File: src/rtl/tap_cal_pkg.sv
package tap_cal_pkg;

  typedef enum logic [2:0] {
    ST_IDLE,
    ST_SETTLE,
    ST_WAIT,
    ST_JUDGE,
    ST_FINISH
  } cal_state_e;

endpackage

File: src/rtl/tap_status_decode.sv
module tap_status_decode #(
  parameter int CNT_W = 8
) (
  input  logic [2*CNT_W:0] status_i,
  input  logic [CNT_W:0]   cfg_i,
  output logic             done_o,
  output logic             good_o
);

  logic [CNT_W-1:0] good_runs;
  logic [CNT_W-1:0] bad_runs;
  logic [CNT_W:0]   want_runs;

  always_comb begin
    done_o    = status_i[0];
    good_runs = status_i[CNT_W:1];
    bad_runs  = status_i[2*CNT_W:CNT_W+1];
    want_runs = cfg_i >> 1;
    good_o    = (bad_runs == '0) && ({1'b0, good_runs} == want_runs);
  end

endmodule

File: src/rtl/tap_window_track.sv
module tap_window_track #(
  parameter int TAP_W = 6
) (
  input  logic             clk,
  input  logic             rst,
  input  logic             clr_i,
  input  logic             upd_i,
  input  logic [TAP_W-1:0] tap_i,
  output logic [TAP_W:0]   first_o,
  output logic [TAP_W-1:0] last_o,
  output logic [TAP_W:0]   count_o
);

  localparam logic [TAP_W:0] NONE_YET = '1;

  always_ff @(posedge clk) begin
    if (rst || clr_i) begin
      first_o <= NONE_YET;
      last_o  <= '0;
      count_o <= '0;
    end else if (upd_i) begin
      count_o <= count_o + (TAP_W+1)'(1);
      last_o  <= tap_i;
      if (first_o == NONE_YET) begin
        first_o <= {1'b0, tap_i};
      end
    end
  end

endmodule

File: src/rtl/tap_lane_bank.sv
module tap_lane_bank #(
  parameter int TAP_W = 6,
  parameter int LANES = 4
) (
  input  logic                   clk,
  input  logic                   rst,
  input  logic                   load_i,
  input  logic [TAP_W-1:0]       val_i,
  output logic [LANES*TAP_W-1:0] lanes_o
);

  for (genvar g = 0; g < LANES; g++) begin : g_lane
    logic [TAP_W-1:0] lane_q;
    always_ff @(posedge clk) begin
      if (rst) begin
        lane_q <= '0;
      end else if (load_i) begin
        lane_q <= val_i;
      end
    end
    assign lanes_o[g*TAP_W +: TAP_W] = lane_q;
  end

endmodule

File: src/rtl/tap_sweep_cal.sv
module tap_sweep_cal #(
  parameter int TAP_W       = 6,
  parameter int LANES       = 4,
  parameter int CNT_W       = 8,
  parameter int DEFAULT_TAP = 8,
  parameter int SETTLE_CYC  = 1
) (
  input  logic                   clk,
  input  logic                   rst,
  input  logic                   start_i,
  input  logic [CNT_W:0]         run_cfg_i,
  input  logic [2*CNT_W:0]       bist_status_i,
  output logic [LANES*TAP_W-1:0] lane_tap_o,
  output logic                   bist_start_o,
  output logic                   busy_o,
  output logic                   done_o,
  output logic [TAP_W:0]         first_tap_o,
  output logic [TAP_W-1:0]       last_tap_o,
  output logic [TAP_W:0]         pass_taps_o
);
  import tap_cal_pkg::*;

  localparam int               SC_W     = $clog2(SETTLE_CYC + 1);
  localparam logic [TAP_W-1:0] TAP_LAST = '1;
  localparam logic [TAP_W-1:0] FALLBACK = TAP_W'(DEFAULT_TAP);
  localparam logic [SC_W-1:0]  SC_INIT  = SC_W'(SETTLE_CYC - 1);

  cal_state_e       state;
  logic [TAP_W-1:0] cur_tap;
  logic [SC_W-1:0]  settle_q;
  logic             good_q;
  logic             start_q;
  logic             busy_q;
  logic             done_q;

  logic             st_done;
  logic             st_good;
  logic             trk_clr;
  logic             trk_upd;
  logic             lane_load;
  logic [TAP_W-1:0] lane_val;
  logic [TAP_W:0]   mid_sum;
  logic [TAP_W-1:0] final_tap;

  tap_status_decode #(.CNT_W(CNT_W)) u_decode (
    .status_i (bist_status_i),
    .cfg_i    (run_cfg_i),
    .done_o   (st_done),
    .good_o   (st_good)
  );

  tap_window_track #(.TAP_W(TAP_W)) u_track (
    .clk     (clk),
    .rst     (rst),
    .clr_i   (trk_clr),
    .upd_i   (trk_upd),
    .tap_i   (cur_tap),
    .first_o (first_tap_o),
    .last_o  (last_tap_o),
    .count_o (pass_taps_o)
  );

  tap_lane_bank #(.TAP_W(TAP_W), .LANES(LANES)) u_lanes (
    .clk     (clk),
    .rst     (rst),
    .load_i  (lane_load),
    .val_i   (lane_val),
    .lanes_o (lane_tap_o)
  );

  // Window centre; the sum carries one extra bit before the halving shift.
  always_comb begin
    mid_sum   = {1'b0, first_tap_o[TAP_W-1:0]} + {1'b0, last_tap_o};
    final_tap = (pass_taps_o == '0) ? FALLBACK : mid_sum[TAP_W:1];
  end

  always_comb begin
    trk_clr   = (state == ST_IDLE) && start_i;
    trk_upd   = (state == ST_JUDGE) && good_q;
    lane_load = 1'b0;
    lane_val  = '0;
    case (state)
      ST_IDLE:   lane_load = start_i;
      ST_JUDGE: begin
        lane_load = (cur_tap != TAP_LAST);
        lane_val  = cur_tap + TAP_W'(1);
      end
      ST_FINISH: begin
        lane_load = 1'b1;
        lane_val  = final_tap;
      end
      default: ;
    endcase
  end

  always_ff @(posedge clk) begin
    if (rst) begin
      state    <= ST_IDLE;
      cur_tap  <= '0;
      settle_q <= '0;
      good_q   <= 1'b0;
      start_q  <= 1'b0;
      busy_q   <= 1'b0;
      done_q   <= 1'b0;
    end else begin
      done_q <= 1'b0;
      case (state)
        ST_IDLE: begin
          if (start_i) begin
            state    <= ST_SETTLE;
            cur_tap  <= '0;
            settle_q <= SC_INIT;
            busy_q   <= 1'b1;
          end
        end
        ST_SETTLE: begin
          if (settle_q == '0) begin
            state   <= ST_WAIT;
            start_q <= 1'b1;
          end else begin
            settle_q <= settle_q - SC_W'(1);
          end
        end
        ST_WAIT: begin
          if (st_done) begin
            good_q <= st_good;
            state  <= ST_JUDGE;
          end
        end
        ST_JUDGE: begin
          start_q <= 1'b0;
          if (cur_tap == TAP_LAST) begin
            state <= ST_FINISH;
          end else begin
            cur_tap  <= cur_tap + TAP_W'(1);
            settle_q <= SC_INIT;
            state    <= ST_SETTLE;
          end
        end
        ST_FINISH: begin
          done_q <= 1'b1;
          busy_q <= 1'b0;
          state  <= ST_IDLE;
        end
        default: state <= ST_IDLE;
      endcase
    end
  end

  assign bist_start_o = start_q;
  assign busy_o       = busy_q;
  assign done_o       = done_q;

endmodule

File: config.mk
export PLATFORM = sky130hd
export DESIGN_NAME = tap_sweep_cal
export DESIGN_NICKNAME = d
export VERILOG_FILES = /design/src/rtl/tap_cal_pkg.sv /design/src/rtl/tap_status_decode.sv /design/src/rtl/tap_window_track.sv /design/src/rtl/tap_lane_bank.sv /design/src/rtl/tap_sweep_cal.sv
export SDC_FILE = /design/constraint.sdc
export NUM_CORES = 1
export LEC_CHECK = 0
export BUFFER_PORTS_ARGS = -buffer_cell sky130_fd_sc_hd__buf_2
export CORE_ASPECT_RATIO = 1.25
export CORE_MARGIN = 2
export CORE_UTILIZATION = 54
export DETAILED_ROUTE_END_ITERATION = 12
export PLACE_DENSITY_LB_ADDON = 0.25
export SLEW_MARGIN = 20
export SYNTH_ARGS = -nofsm -noshare
export SYNTH_HDL_FRONTEND = slang
export SYNTH_SLANG_ARGS = --single-unit
File: constraint.sdc
create_clock -name clk -period 4.29 [get_ports clk]
set_clock_uncertainty 0.15 [all_clocks]
set_input_delay 1.287 -clock clk [delete_from_list [all_inputs] [get_ports clk]]
set_output_delay 1.287 -clock clk [all_outputs]
set_load 0.05 [all_outputs]
=== After elaboration in Yosys (flattened, before gate mapping) ===
Index checks and enable logic that the tools add are counted.

* Bits of input ports: 29
* Logic and storage cells: 65
* Register bits: 40
* Output and inout port bits: 47

* Mux-type cells: 20
* Add/sub/neg operators: 4
* Reductions and logical operators: 18
* Eq/ne operators: 12

{| class="wikitable"
|+ Operators by type and width
! cell !! count
|-
| $pmux 6 s2 || 2
|-
| $mux 6 || 3
|-
| $mux 3 || 4
|-
| $pmux 3 s4 || 1
|-
| $reduce_and 3->1 || 3
|-
| $eq 8x8->1 || 1
|-
| $logic_not 8->1 || 1
|-
| $ne 2x2->1 const B || 4
|-
| $reduce_and 2->1 || 4
|-
| $add 6x6->7 || 1
|-
| $add 7x1->7 const B || 1
|-
| $eq 7x7->1 const B || 1
|-
| $logic_not 7->1 || 1
|-
| $add 6x1->6 const B || 1
|-
| $eq 3x2->1 const B || 2
|-
| $eq 6x6->1 const B || 1
|-
| $mux 1 || 6
|-
| $ne 6x6->1 const B || 1
|-
| $pmux 1 s3 || 2
|-
| $reduce_bool 2->1 || 3
|-
| $pmux 1 s2 || 2
|-
| $eq 3x1->1 const B || 1
|-
| $eq 3x3->1 const B || 1
|-
| $logic_and 1x1->1 || 3
|-
| other kinds (4) || 4
|}

=== Longest topological paths before layout ===
Gate-level depths: netlist of the first run.

* Depth in word-level cells: 3
* Depth in mapped cells: 6
* Gate-level depth less buffers: 6

=== Cells and area by module ===
From an unflattened synthesis of the first run, not the netlist that was laid out.

* Cell total of the unflattened synthesis: 250
* Area, all modules: 2199.6 um^2

{| class="wikitable"
|+ Modules (own cells, without submodules)
! module !! cells an instance !! area each (um^2) !! times used
|-
| tap_sweep_cal || 116 || 934.6 || 1
|-
| tap_window_track || 83 || 788.3 || 1
|-
| tap_lane_bank || 37 || 349.1 || 1
|-
| tap_status_decode || 14 || 127.6 || 1
|}

=== Worst setup path after synthesis of the first run ===
Ideal clock, no wire load.

* Path kind: input -> register
* From: input start_i
* To: register cur_tap[2]
* Buffers on the path: 0
* Library setup time: 116 ps
* Setup slack: 1809 ps
* Data required time: 4024 ps
* Arrival: 2214 ps
* Cell stages on the path: 3
* Cell sequence: or3b_2 > a21o_1 > a31o_2

* Cells in the longest elaborated chain, start to end: 2

{| class="wikitable"
|+ Ends and longest elaborated chain
! element !! RTL line !! text
|-
| from (decl) || tap_sweep_cal.sv:10 || <nowiki>input logic start_i,</nowiki>
|-
| $ne 2x2->1 (no line) || -- ||
|-
| $reduce_and 3->1 (no line) || -- ||
|-
| to (signal assigned) || tap_sweep_cal.sv:135 || <nowiki>cur_tap <= cur_tap + TAP_W'(1);</nowiki>
|-
| to (decl) || tap_sweep_cal.sv:29 || <nowiki>logic [TAP_W-1:0] cur_tap;</nowiki>
|}

Every way passes these cells.
A chain may end at the register's enable or synchronous reset.

=== Worst setup path after layout of the first run ===
* From: register state[1]
* To: register u_track.first_o[3]

* Cells in the longest elaborated chain, start to end: 3

{| class="wikitable"
|+ Ends and longest elaborated chain
! element !! RTL line !! text
|-
| from (decl) || tap_sweep_cal.sv:28 || <nowiki>cal_state_e state;</nowiki>
|-
| from (signal assigned) || tap_sweep_cal.sv:98 || <nowiki>state <= ST_IDLE;</nowiki>
|-
| from (signal assigned) || tap_sweep_cal.sv:110 || <nowiki>state <= ST_SETTLE;</nowiki>
|-
| from (signal assigned) || tap_sweep_cal.sv:118 || <nowiki>state <= ST_WAIT;</nowiki>
|-
| $eq 3x2->1 or $logic_not 3->1 (tied branches) || tap_sweep_cal.sv:79, tap_sweep_cal.sv:78 ||
|-
| $logic_and 1x1->1, on equally long branches || tap_sweep_cal.sv:79, tap_sweep_cal.sv:78 ||
|-
| $reduce_and 2->1 (no line) or $logic_or 1x1->1 (tied branches) || -- ||
|-
| to (signal assigned) || tap_window_track.sv:25 || <nowiki>first_o <= {1'b0, tap_i};</nowiki>
|-
| to (decl) || tap_window_track.sv:9 || <nowiki>output logic [TAP_W:0] first_o,</nowiki>
|}

Parallel ways exist; a longest one is shown, timed or not.

==> qor.txt, run 1 <==
run status: completed
Synth area leaders: sky130_fd_sc_hd__dfxtp_1, sky130_fd_sc_hd__nand2_1, sky130_fd_sc_hd__xnor2_1
net count after synthesis: 308
part of the Yosys area used for sequential elements: 34.3%
TritonCTS buffer count: 5
total cell area at the placement stage: 2500 um^2
worst slack, placed: 1.57 ns
detailed-route vias per instance: 5.57
Worst Path Arrival: 2.55 ns
data required time of the worst path: 4.29 ns
CTS HTree Levels: 2
worst hold margin: 0.319 ns
Routed wire per std cell: 13.6 um
total negative slack: 0 ns
DR DRC count: 0
Core Region: 4070 um^2
Post-synth EDFFs: 0
initial core utilization: 55.9%
Routed WL: 5140 um
remaining antenna violation count: 0
top layer in use: met4
io pins: 76
die outline area: 4750 um^2
pin count of the biggest net entering global routing: 17
nature of the critical path startpoint: flop
final count of negative-setup-slack endpoints: 0
Root Buffer: sky130_fd_sc_hd__clkbuf_8
post-synthesis register bit count: 39
max-slew violations: 0
worst-case vdd ir drop: 0.000195 V
final-report hold violation count: 0
CTS tree: yes
clock period minus worst slack: 2.54 ns
post-CTS setup buffer count: 0
met2 layer wire length in the routed design: 2620 um
leakage dissipation: 0.00111 uW
type of the tightest min-delay check: flop to flop
portion of synthesized cell area occupied by the leading cell type: 34.3%
via count of the first global-routing pass: 1,856
hold-fix buffer count after cts: 0
unrepaired setup endpoints after global routing: false
die width: 62.0 um
Worst Setup Path Type: flop to flop
Ys Warns: 0
total of cells resized after clock tree synthesis: 0
iteration count of the initial detailed-routing pass: 4
Total GRT Usage: 22.7%
Port Buffers: 74
asr flop ratio synth: 0%
number of antenna violations at the first check in global routing: 0
Top FF cell, synth: sky130_fd_sc_hd__dfxtp_1
share of layout cells above drive strength 1: 28.9%
detailed-route via count: 2,106
detailed route wirelength on metal3: 244 um
transition time of the tightest slew-check pin: 0.637 ns
antenna diode count: 0
Gate Count Post-Synth: 270
final period utilization: 59.3%
sum of net half-perimeters after detailed placement: 3870 um
total overflow reported by the global router: 0
Area growth syn-to-layout: 13.9%
max cap viols: 0
total clock sinks: 39
average cell area after synthesis: 8.42 um^2
cell area after synthesis: 2270 um^2
Iter 0 DRT Violations: 136
final estimated routing congestion in global placement: 0.905
clock latency on the worst-skew pair: 0.29 ns
type of destination of the critical path: flop
wire length of the first global-routing pass: 8340 um
M1 WL: 2210 um
top cell type by total area after synthesis: sky130_fd_sc_hd__dfxtp_1
number of distinct standard cells referenced by the synthesized netlist: 53
fin nets: 360
Die Y: 76.5 um
number of rows in the core area: 26
final core utilization: 63.7%
Max clock buf depth: 2
power density over the cells: 319 nW/um^2
top fanout value on the critical path: 14
setup slack of the critical path after layout: 1.75 ns
Max-slew headroom: 57.1%
area of all placed cells without fillers: 2590 um^2
fmax: 393 MHz
clock-pin slew of the registers on the worst-case setup and hold paths: 0.08 ns
report_power, final:
| part | internal [uW] | leakage, uW | switching (uW) |
|---|---|---|---|
| registers | 373 | 0.000316 | 20.8 |
| clock network | 126 | 0.0000470 | 126 |
| logic | 52.0 | 0.000747 | 128 |
state kept, by name (all words and copies together), names as in the netlist:
register               cells
good_q                     1
done_o                     1
cur_tap                    6
u_track.last_o             6
u_track.first_o            7
u_lanes.g_lane.lane_q      6
state                      3
u_track.count_o            7
bist_start_o               1
busy_o                     1
area by class of cell:
cell class	count	area, um^2
sequential	39	781
clock buffer	6	82.6
fill	386	1480
clock inverter	1	5.00
timing repair buffer	74	370
tap	56	70.1
inverter	6	22.5
multi-input combinational	196	1260
synth_stat cells, types with 2 or more instances:
master                     instances
sky130_fd_sc_hd__nand3_1           9
sky130_fd_sc_hd__mux2i_1           4
sky130_fd_sc_hd__inv_1             6
sky130_fd_sc_hd__a311oi_1          2
sky130_fd_sc_hd__nand3b_1          2
sky130_fd_sc_hd__a211o_1           2
sky130_fd_sc_hd__ha_1              8
sky130_fd_sc_hd__and2_1            3
sky130_fd_sc_hd__nor4_1            5
sky130_fd_sc_hd__and3_1            3
sky130_fd_sc_hd__o21ai_0          11
sky130_fd_sc_hd__or3b_2            2
sky130_fd_sc_hd__nor2_1           11
sky130_fd_sc_hd__buf_4            18
sky130_fd_sc_hd__a21oi_1          24
sky130_fd_sc_hd__nor2b_1           2
sky130_fd_sc_hd__nor3_1           11
sky130_fd_sc_hd__o21a_1            4
sky130_fd_sc_hd__clkbuf_1          4
sky130_fd_sc_hd__nand2_1          43
sky130_fd_sc_hd__or3_1             2
sky130_fd_sc_hd__buf_2             4
sky130_fd_sc_hd__clkbuf_8          3
sky130_fd_sc_hd__nand4_1           3
sky130_fd_sc_hd__a31oi_1           2
sky130_fd_sc_hd__xnor2_1          16
sky130_fd_sc_hd__nand4b_1          2
sky130_fd_sc_hd__dfxtp_1          39
cell usage in the layout, fill, tap and decap left out, types with 2 or more instances in the layout:
cell type | Yosys | routed
sky130_fd_sc_hd__clkbuf_8 | 3 | 6
sky130_fd_sc_hd__mux2i_1 | 4 | 4
sky130_fd_sc_hd__a31oi_1 | 2 | 2
sky130_fd_sc_hd__nor3_1 | 11 | 11
sky130_fd_sc_hd__nand3b_1 | 2 | 2
sky130_fd_sc_hd__or3_1 | 2 | 2
sky130_fd_sc_hd__and3_1 | 3 | 3
sky130_fd_sc_hd__a311oi_1 | 2 | 2
sky130_fd_sc_hd__a211o_1 | 2 | 2
sky130_fd_sc_hd__o21a_1 | 4 | 4
sky130_fd_sc_hd__buf_2 | 4 | 74
sky130_fd_sc_hd__o21ai_0 | 11 | 11
sky130_fd_sc_hd__nor2b_1 | 2 | 2
sky130_fd_sc_hd__nand4b_1 | 2 | 2
sky130_fd_sc_hd__inv_1 | 6 | 6
sky130_fd_sc_hd__nor2_1 | 11 | 11
sky130_fd_sc_hd__nand2_1 | 43 | 43
sky130_fd_sc_hd__and2_1 | 3 | 3
sky130_fd_sc_hd__a21oi_1 | 24 | 24
sky130_fd_sc_hd__nor4_1 | 5 | 5
sky130_fd_sc_hd__ha_1 | 8 | 8
sky130_fd_sc_hd__nand4_1 | 3 | 3
sky130_fd_sc_hd__nand3_1 | 9 | 9
sky130_fd_sc_hd__xnor2_1 | 16 | 16
sky130_fd_sc_hd__or3b_2 | 2 | 2
sky130_fd_sc_hd__dfxtp_1 | 39 | 39
through the flow:
step	instances	power, uW
6_report	378	826
3_3_place_gp	371	581
2_1_floorplan	270	562
4_1_cts	378	831
3_5_place_dp	371	583
5_1_grt	378	858
cell families after synthesis:
kind of cell               Yosys count  synth area share [%]
and+or+nand+nor                    109                  25.9
muxes                                4                  1.76
xor gates and xnor gates            17                  6.55
AOI/OAI and AO/OA                   57                  15.9
adders and majority gates            9                  5.28
buffers and inverters               35                  10.3
DFF                                 39                  34.3
per-layer routing:
layer,up-vias,GRT usage [%]
met5,-,0
met4,0,8.51
met3,10,3.74
met2,55,36.4
met1,999,29.5
li1,1042,-
critical path, stage by stage, from the launching register on:
cell                       delay (ns)
sky130_fd_sc_hd__dfxtp_1         0.68
sky130_fd_sc_hd__nand4b_1        0.64
sky130_fd_sc_hd__or3_1           0.65
sky130_fd_sc_hd__o21ai_0         0.19
sky130_fd_sc_hd__nand2_1         0.07
path summary, 6_finish.rpt:
check	start	end	slack [ns]	cells after the start
worst max-delay path	state[1]	u_track.first_o[3]	1.75	4
worst min-delay path	good_q	good_q	0.32	2
worst max register to register	state[1]	u_track.first_o[3]	1.75	4
worst min register to register	good_q	good_q	0.32	2
(Power assumes the default switching activity.)
==> inputs of run 2 (changes only) <==
CORE_UTILIZATION = 46   (was 54)
clock period = 2.1 ns   (was 4.29 ns; I/O delays follow)
==> run 2 against run 1 <==
Compared with the run above:
- register-to-register slack worse by 1.6 ns
- sequential share of layout area down 1.4 points
- combinational power increased by 120%
- utilization shrank 6.3 points
- worst setup slack lost 1.6 ns
- critical path type unchanged
- critical endpoint is now u_lanes.g_lane[1].lane_q[5]
- largest cell class unchanged
- highest routed layer unchanged
==> qor.txt, run 2 (synthesis gave the netlist of run 1 again) <==
power density over the cells: 670 nW/um^2
Area growth syn-to-layout: 20.2%
max-slew violations: 0
via count of the first global-routing pass: 1,839
Total GRT Usage: 20.3%
run status: completed
max cap viols: 0
most used cells in the layout excluding fill and tap cells: sky130_fd_sc_hd__buf_2, sky130_fd_sc_hd__nand2_1, sky130_fd_sc_hd__dfxtp_1, sky130_fd_sc_hd__a21oi_1, sky130_fd_sc_hd__xnor2_1
clock-pin slew of the registers on the worst-case setup and hold paths: 0.08 ns
remaining antenna violation count: 0
total clock sinks: 39
total overflow reported by the global router: 0
Routed WL: 5290 um
type of destination of the critical path: flop
registers with the most flip-flops: u_track.count_o x7, u_track.first_o x7
total negative slack: 0 ns
Core Region: 4760 um^2
Worst Path Arrival: 2.00 ns
fin nets: 374
internal power consumption: 1240 uW
io pins: 76
Port Buffers: 74
clock period minus worst slack: 1.99 ns
number of antenna violations at the first check in global routing: 0
pin count of the biggest net entering global routing: 15
number of rows in the core area: 28
final estimated routing congestion in global placement: 0.854
unrepaired setup endpoints after global routing: false
type of the tightest min-delay check: flop to flop
data required time of the worst path: 2.11 ns
die outline area: 5520 um^2
nature of the critical path startpoint: flop
worst-case vdd ir drop: 0.000342 V
top fanout value on the critical path: 4
CTS tree: yes
setup slack of the critical path after layout: 0.114 ns
Die Y: 82.6 um
hold-fix buffer count after cts: 0
fraction of power consumed by sequential logic: 43.3%
Routed wire per std cell: 13.3 um
die width: 66.9 um
detailed-route vias per instance: 5.31
filler cell count in the final layout: 467
post-CTS setup buffer count: 0
final count of negative-setup-slack endpoints: 0
CTS HTree Levels: 2
Worst Setup Path Type: flop to flop
final-report hold violation count: 0
detailed-route via count: 2,110
initial core utilization: 47.7%
TritonCTS buffer count: 5
Switching Fraction: 32.1%
DR DRC count: 0
final period utilization: 94.6%
leading cell type in the layout, fill and taps excluded: sky130_fd_sc_hd__buf_2
leakage dissipation: 0.00119 uW
reported net switching power: 588 uW
clock latency on the worst-skew pair: 0.29 ns
worst slack, placed: 0.0416 ns
fmax: 504 MHz
transition time of the tightest slew-check pin: 0.376 ns
share of layout cells above drive strength 1: 33.5%
Comb power frac: 22.0%
antenna diode count: 0
wire length of the first global-routing pass: 8450 um
Root Buffer: sky130_fd_sc_hd__clkbuf_8
Iter 0 DRT Violations: 77
Clock Power Share: 34.7%
Max-slew headroom: 74.8%
sum of net half-perimeters after detailed placement: 4090 um
iteration count of the initial detailed-routing pass: 4
Max clock buf depth: 2
## run 2: changes by cell type in the layout (fill, tap and decap cells not counted)
| cell | change |
|---|---|
| sky130_fd_sc_hd__dfxtp_2 | +4 |
| sky130_fd_sc_hd__fa_1 | -1 |
| sky130_fd_sc_hd__bufinv_16 | +1 |
| sky130_fd_sc_hd__clkbuf_8 | -1 |
| sky130_fd_sc_hd__buf_4 | +14 |
| sky130_fd_sc_hd__fa_2 | +1 |
| sky130_fd_sc_hd__dfxtp_1 | -4 |
| sky130_fd_sc_hd__clkinv_4 | +1 |
## run 2: what timing repair did
item,in CTS,in global routing
hold endpoints to repair,0,0
endpoints found under the setup margin,0,1
resized for setup,0,1
## run 2: layout make-up
type                            count  area (um^2)  share of cell area, %
Clock inverter                      3         43.8                   1.60
Clock buffer                        5         68.8                   2.52
Inverter                            6         22.5                  0.824
Multi-Input combinational cell    196         1260                   46.2
Tap cell                           60         75.1                   2.75
Sequential cell                    39          786                   28.8
Timing Repair Buffer               88          475                   17.4
## run 2: power groups by stage
stage | Combinational, uW | Sequential (uW) | Clock (uW)
4_1_cts | 403 | 793 | 647
6_report | 402 | 792 | 635
5_1_grt | 427 | 798 | 673
3_5_place_dp | 402 | 810 | 0
3_3_place_gp | 399 | 810 | 0
2_1_floorplan | 294 | 853 | 0
## run 2: final timing paths
path                                         start                          end  slack (ns)  cells past startpoint
worst max-delay path             u_track.last_o[0]  u_lanes.g_lane[1].lane_q[5]        0.11                      6
worst min-delay path            u_track.first_o[6]           u_track.first_o[6]        0.31                      2
worst max register to register   u_track.last_o[0]  u_lanes.g_lane[1].lane_q[5]        0.11                      6
worst min register to register  u_track.first_o[6]           u_track.first_o[6]        0.31                      2
## run 2: metal layers
layer	GRT usage [%]	routed length (um)
met5	0	0
met4	8.57	142
met3	3.79	301
met2	34.4	2500
met1	25.1	2350
## run 2: stage by stage
step	total power [uW]	utilization [%]	cell area, um^2	instances	hold WS [ns]
CTS	1840	57.3	2730	397	0.313
floorplan	1150	-	2280	270	0.288
global placement	1210	54.9	2620	389	0.297
global route	1900	57.4	2730	397	0.334
finish	1830	57.4	2730	397	0.313
detailed placement	1210	54.9	2620	389	0.298
## run 2: critical path, cell delays in order (launching register included)
cell	delay [ns]
sky130_fd_sc_hd__dfxtp_2	0.34
sky130_fd_sc_hd__and2_1	0.17
sky130_fd_sc_hd__fa_2	0.35
sky130_fd_sc_hd__a211o_1	0.32
sky130_fd_sc_hd__a211o_1	0.27
sky130_fd_sc_hd__o211ai_1	0.13
sky130_fd_sc_hd__a311oi_1	0.13
==> inputs of run 3 (changes only) <==
CORE_UTILIZATION = 45   (was 46)
SYNTH_HIERARCHICAL = 1   (was not set)
==> run 3 against run 2 <==
Compared with the run above:
- sequential power fell by 2.8%
- via count fell by 2.2%
- flip-flop and latch count did not move
- sequential share of layout area rose by 0.40 points
- global-route usage fell by 0.33 points
- count of clock-buffer cells in the layout rose by 2
- power fell by 15%
==> qor.txt, run 3 <==
remaining antenna violation count: 0
Worst R2R Setup Slack: 0.09 ns
filler cell count in the final layout: 463
power density over the cells: 571 nW/um^2
Ys Warns: 6
TritonCTS buffer count: 5
Core Region: 4730 um^2
Multi-input gate area: 1210 um^2
via count of the first global-routing pass: 1,813
Sequential Area: 791 um^2
Top FF cell, synth: sky130_fd_sc_hd__dfxtp_1
total clock sinks: 39
Root Buffer: sky130_fd_sc_hd__clkbuf_8
sum of net half-perimeters after detailed placement: 4020 um
synth cell count leaders: sky130_fd_sc_hd__dfxtp_1, sky130_fd_sc_hd__nor2_1, sky130_fd_sc_hd__buf_4
DR DRC count: 0
part of the Yosys area used for sequential elements: 35.5%
Synth area leaders: sky130_fd_sc_hd__dfxtp_1, sky130_fd_sc_hd__buf_4, sky130_fd_sc_hd__mux2i_1
final estimated routing congestion in global placement: 0.754
fmax: 498 MHz
share of layout cells above drive strength 1: 37.8%
area of all placed cells without fillers: 2710 um^2
max cap viols: 0
setup slack of the critical path after layout: 0.0927 ns
iteration count of the initial detailed-routing pass: 4
clock period minus worst slack: 2.01 ns
Gate Count Post-Synth: 250
final core utilization: 57.4%
top fanout value on the critical path: 3
leakage dissipation: 0.00120 uW
leading cell type in the layout, fill and taps excluded: sky130_fd_sc_hd__buf_2
die outline area: 5470 um^2
routing usage on met3: 4.20%
total cell area at the placement stage: 2590 um^2
CTS HTree Levels: 2
antenna diode count: 0
Max clock buf depth: 2
clock latency on the worst-skew pair: 0.30 ns
unrepaired setup endpoints after global routing: true
fraction of met1 tracks used by global routing: 23.5%
Post-synth EDFFs: 0
worst hold margin: 0.344 ns
number of distinct standard cells referenced by the synthesized netlist: 42
busiest layer in global routing: met2
Max-slew headroom: 63.4%
top cell type by total area after synthesis: sky130_fd_sc_hd__dfxtp_1
final-report hold violation count: 0
final period utilization: 95.6%
Iter 0 DRT Violations: 116
io pins: 76
type of the tightest min-delay check: flop to flop
Worst Setup Path Type: flop to flop
Port Buffers: 74
wire length of the first global-routing pass: 8300 um
hold-fix buffer count after cts: 0
number of rows in the core area: 28
cell area after synthesis: 2200 um^2
clock-pin slew of the registers on the worst-case setup and hold paths: 0.08 ns
Total GRT Usage: 20.0%
number of antenna violations at the first check in global routing: 0
asr flop ratio synth: 0%
Routed WL: 5160 um
detailed-route via count: 2,063
max-slew violations: 0
launch point of the worst hold path: good_q
met2 Use GR: 35.1%
net count after synthesis: 287
worst-case vdd ir drop: 0.000344 V
Routed wire per std cell: 13.5 um
type of destination of the critical path: flop
total overflow reported by the global router: 0
cell with the most instances after synthesis: sky130_fd_sc_hd__dfxtp_1
portion of synthesized cell area occupied by the leading cell type: 35.5%
detailed-route vias per instance: 5.39
Worst Path Arrival: 2.04 ns
initial core utilization: 46.5%
most used cells in the layout excluding fill and tap cells: sky130_fd_sc_hd__buf_2, sky130_fd_sc_hd__dfxtp_1, sky130_fd_sc_hd__nor2_1, sky130_fd_sc_hd__nand2_1, sky130_fd_sc_hd__buf_4
nature of the critical path startpoint: flop
average cell area after synthesis: 8.80 um^2
die width: 66.5 um
Area growth syn-to-layout: 23.3%
data required time of the worst path: 2.14 ns
post-synthesis register bit count: 39
run status: completed
worst slack, placed: 0.00737 ns
launch point of the critical path: u_track/first_o[0]
registers with the most flip-flops: u_track/count_o x7, u_track/first_o x7
CTS tree: yes
fin nets: 359
final count of negative-setup-slack endpoints: 0
transition time of the tightest slew-check pin: 0.544 ns
Die Y: 82.2 um
origin of the critical flop-to-flop path: u_track/first_o[0]
pin count of the biggest net entering global routing: 17
==> run 3: area by class of cell <==
cell class / instances / area share [%]
Timing Repair Buffer: 93 / 18.9
Multi-Input combinational cell: 179 / 44.8
Inverter: 4 / 0.554
Sequential cell: 39 / 29.2
Tap cell: 60 / 2.77
Clock buffer: 7 / 3.55
Clock inverter: 1 / 0.277
==> run 3: cell families after synthesis <==
family	after synthesis	synth area share, %
fa+ha+maj	8	4.89
mux	15	6.83
simple gates	90	22.0
buf+inv	32	10.1
flops	39	35.5
xor+xnor	18	7.17
compound gates	48	13.5
==> run 3: metrics by stage <==
step                std cells  power [uW]  TNS [ns]
floorplan                 250         928         0
global placement          375         988         0
global route              383        1610   -0.0340
detailed placement        375         992         0
CTS                       383        1560         0
finish                    383        1550         0
==> run 3: power breakdown <==
part	switching (uW)	leakage, uW	internal, uW	total, uW
registers	17.4	0.000316	752	770
clock network	277	0.0000505	299	576
logic	117	0.000835	86.8	204
total	412	0.00120	1140	1550
==> run 3: metal layers <==
metal | vias to the layer above | part of all wire, %
li1 | 1014 | -
met1 | 988 | 42
met2 | 54 | 52
met3 | 7 | 4.5
met4 | 0 | 1.4
met5 | - | 0
==> run 3: worst paths after layout <==
kind | end | depth (start not counted)
setup / recovery | u_lanes/g_lane[3].lane_q[3] | 8
hold / removal | good_q | 2
setup reg to reg | u_lanes/g_lane[3].lane_q[3] | 8
hold reg to reg | good_q | 2
==> run 3: worst max-delay path, cell delays in order, from the launching register on <==
cell and delay [ns]:
sky130_fd_sc_hd__dfxtp_4 0.34, sky130_fd_sc_hd__and2_4 0.15, sky130_fd_sc_hd__fa_2 0.37, sky130_fd_sc_hd__a21o_1 0.18
sky130_fd_sc_hd__a211oi_2 0.19, sky130_fd_sc_hd__o21ai_2 0.08, sky130_fd_sc_hd__a32o_1 0.26, sky130_fd_sc_hd__mux2i_1 0.13
sky130_fd_sc_hd__nor2_1 0.05
==> run 3: repair_timing <==
| item | in CTS | in global routing |
|---|---|---|
| endpoints found under the setup margin | 0 | 2 |
| setup buffers | 0 | 0 |
| resized for setup | 0 | 5 |
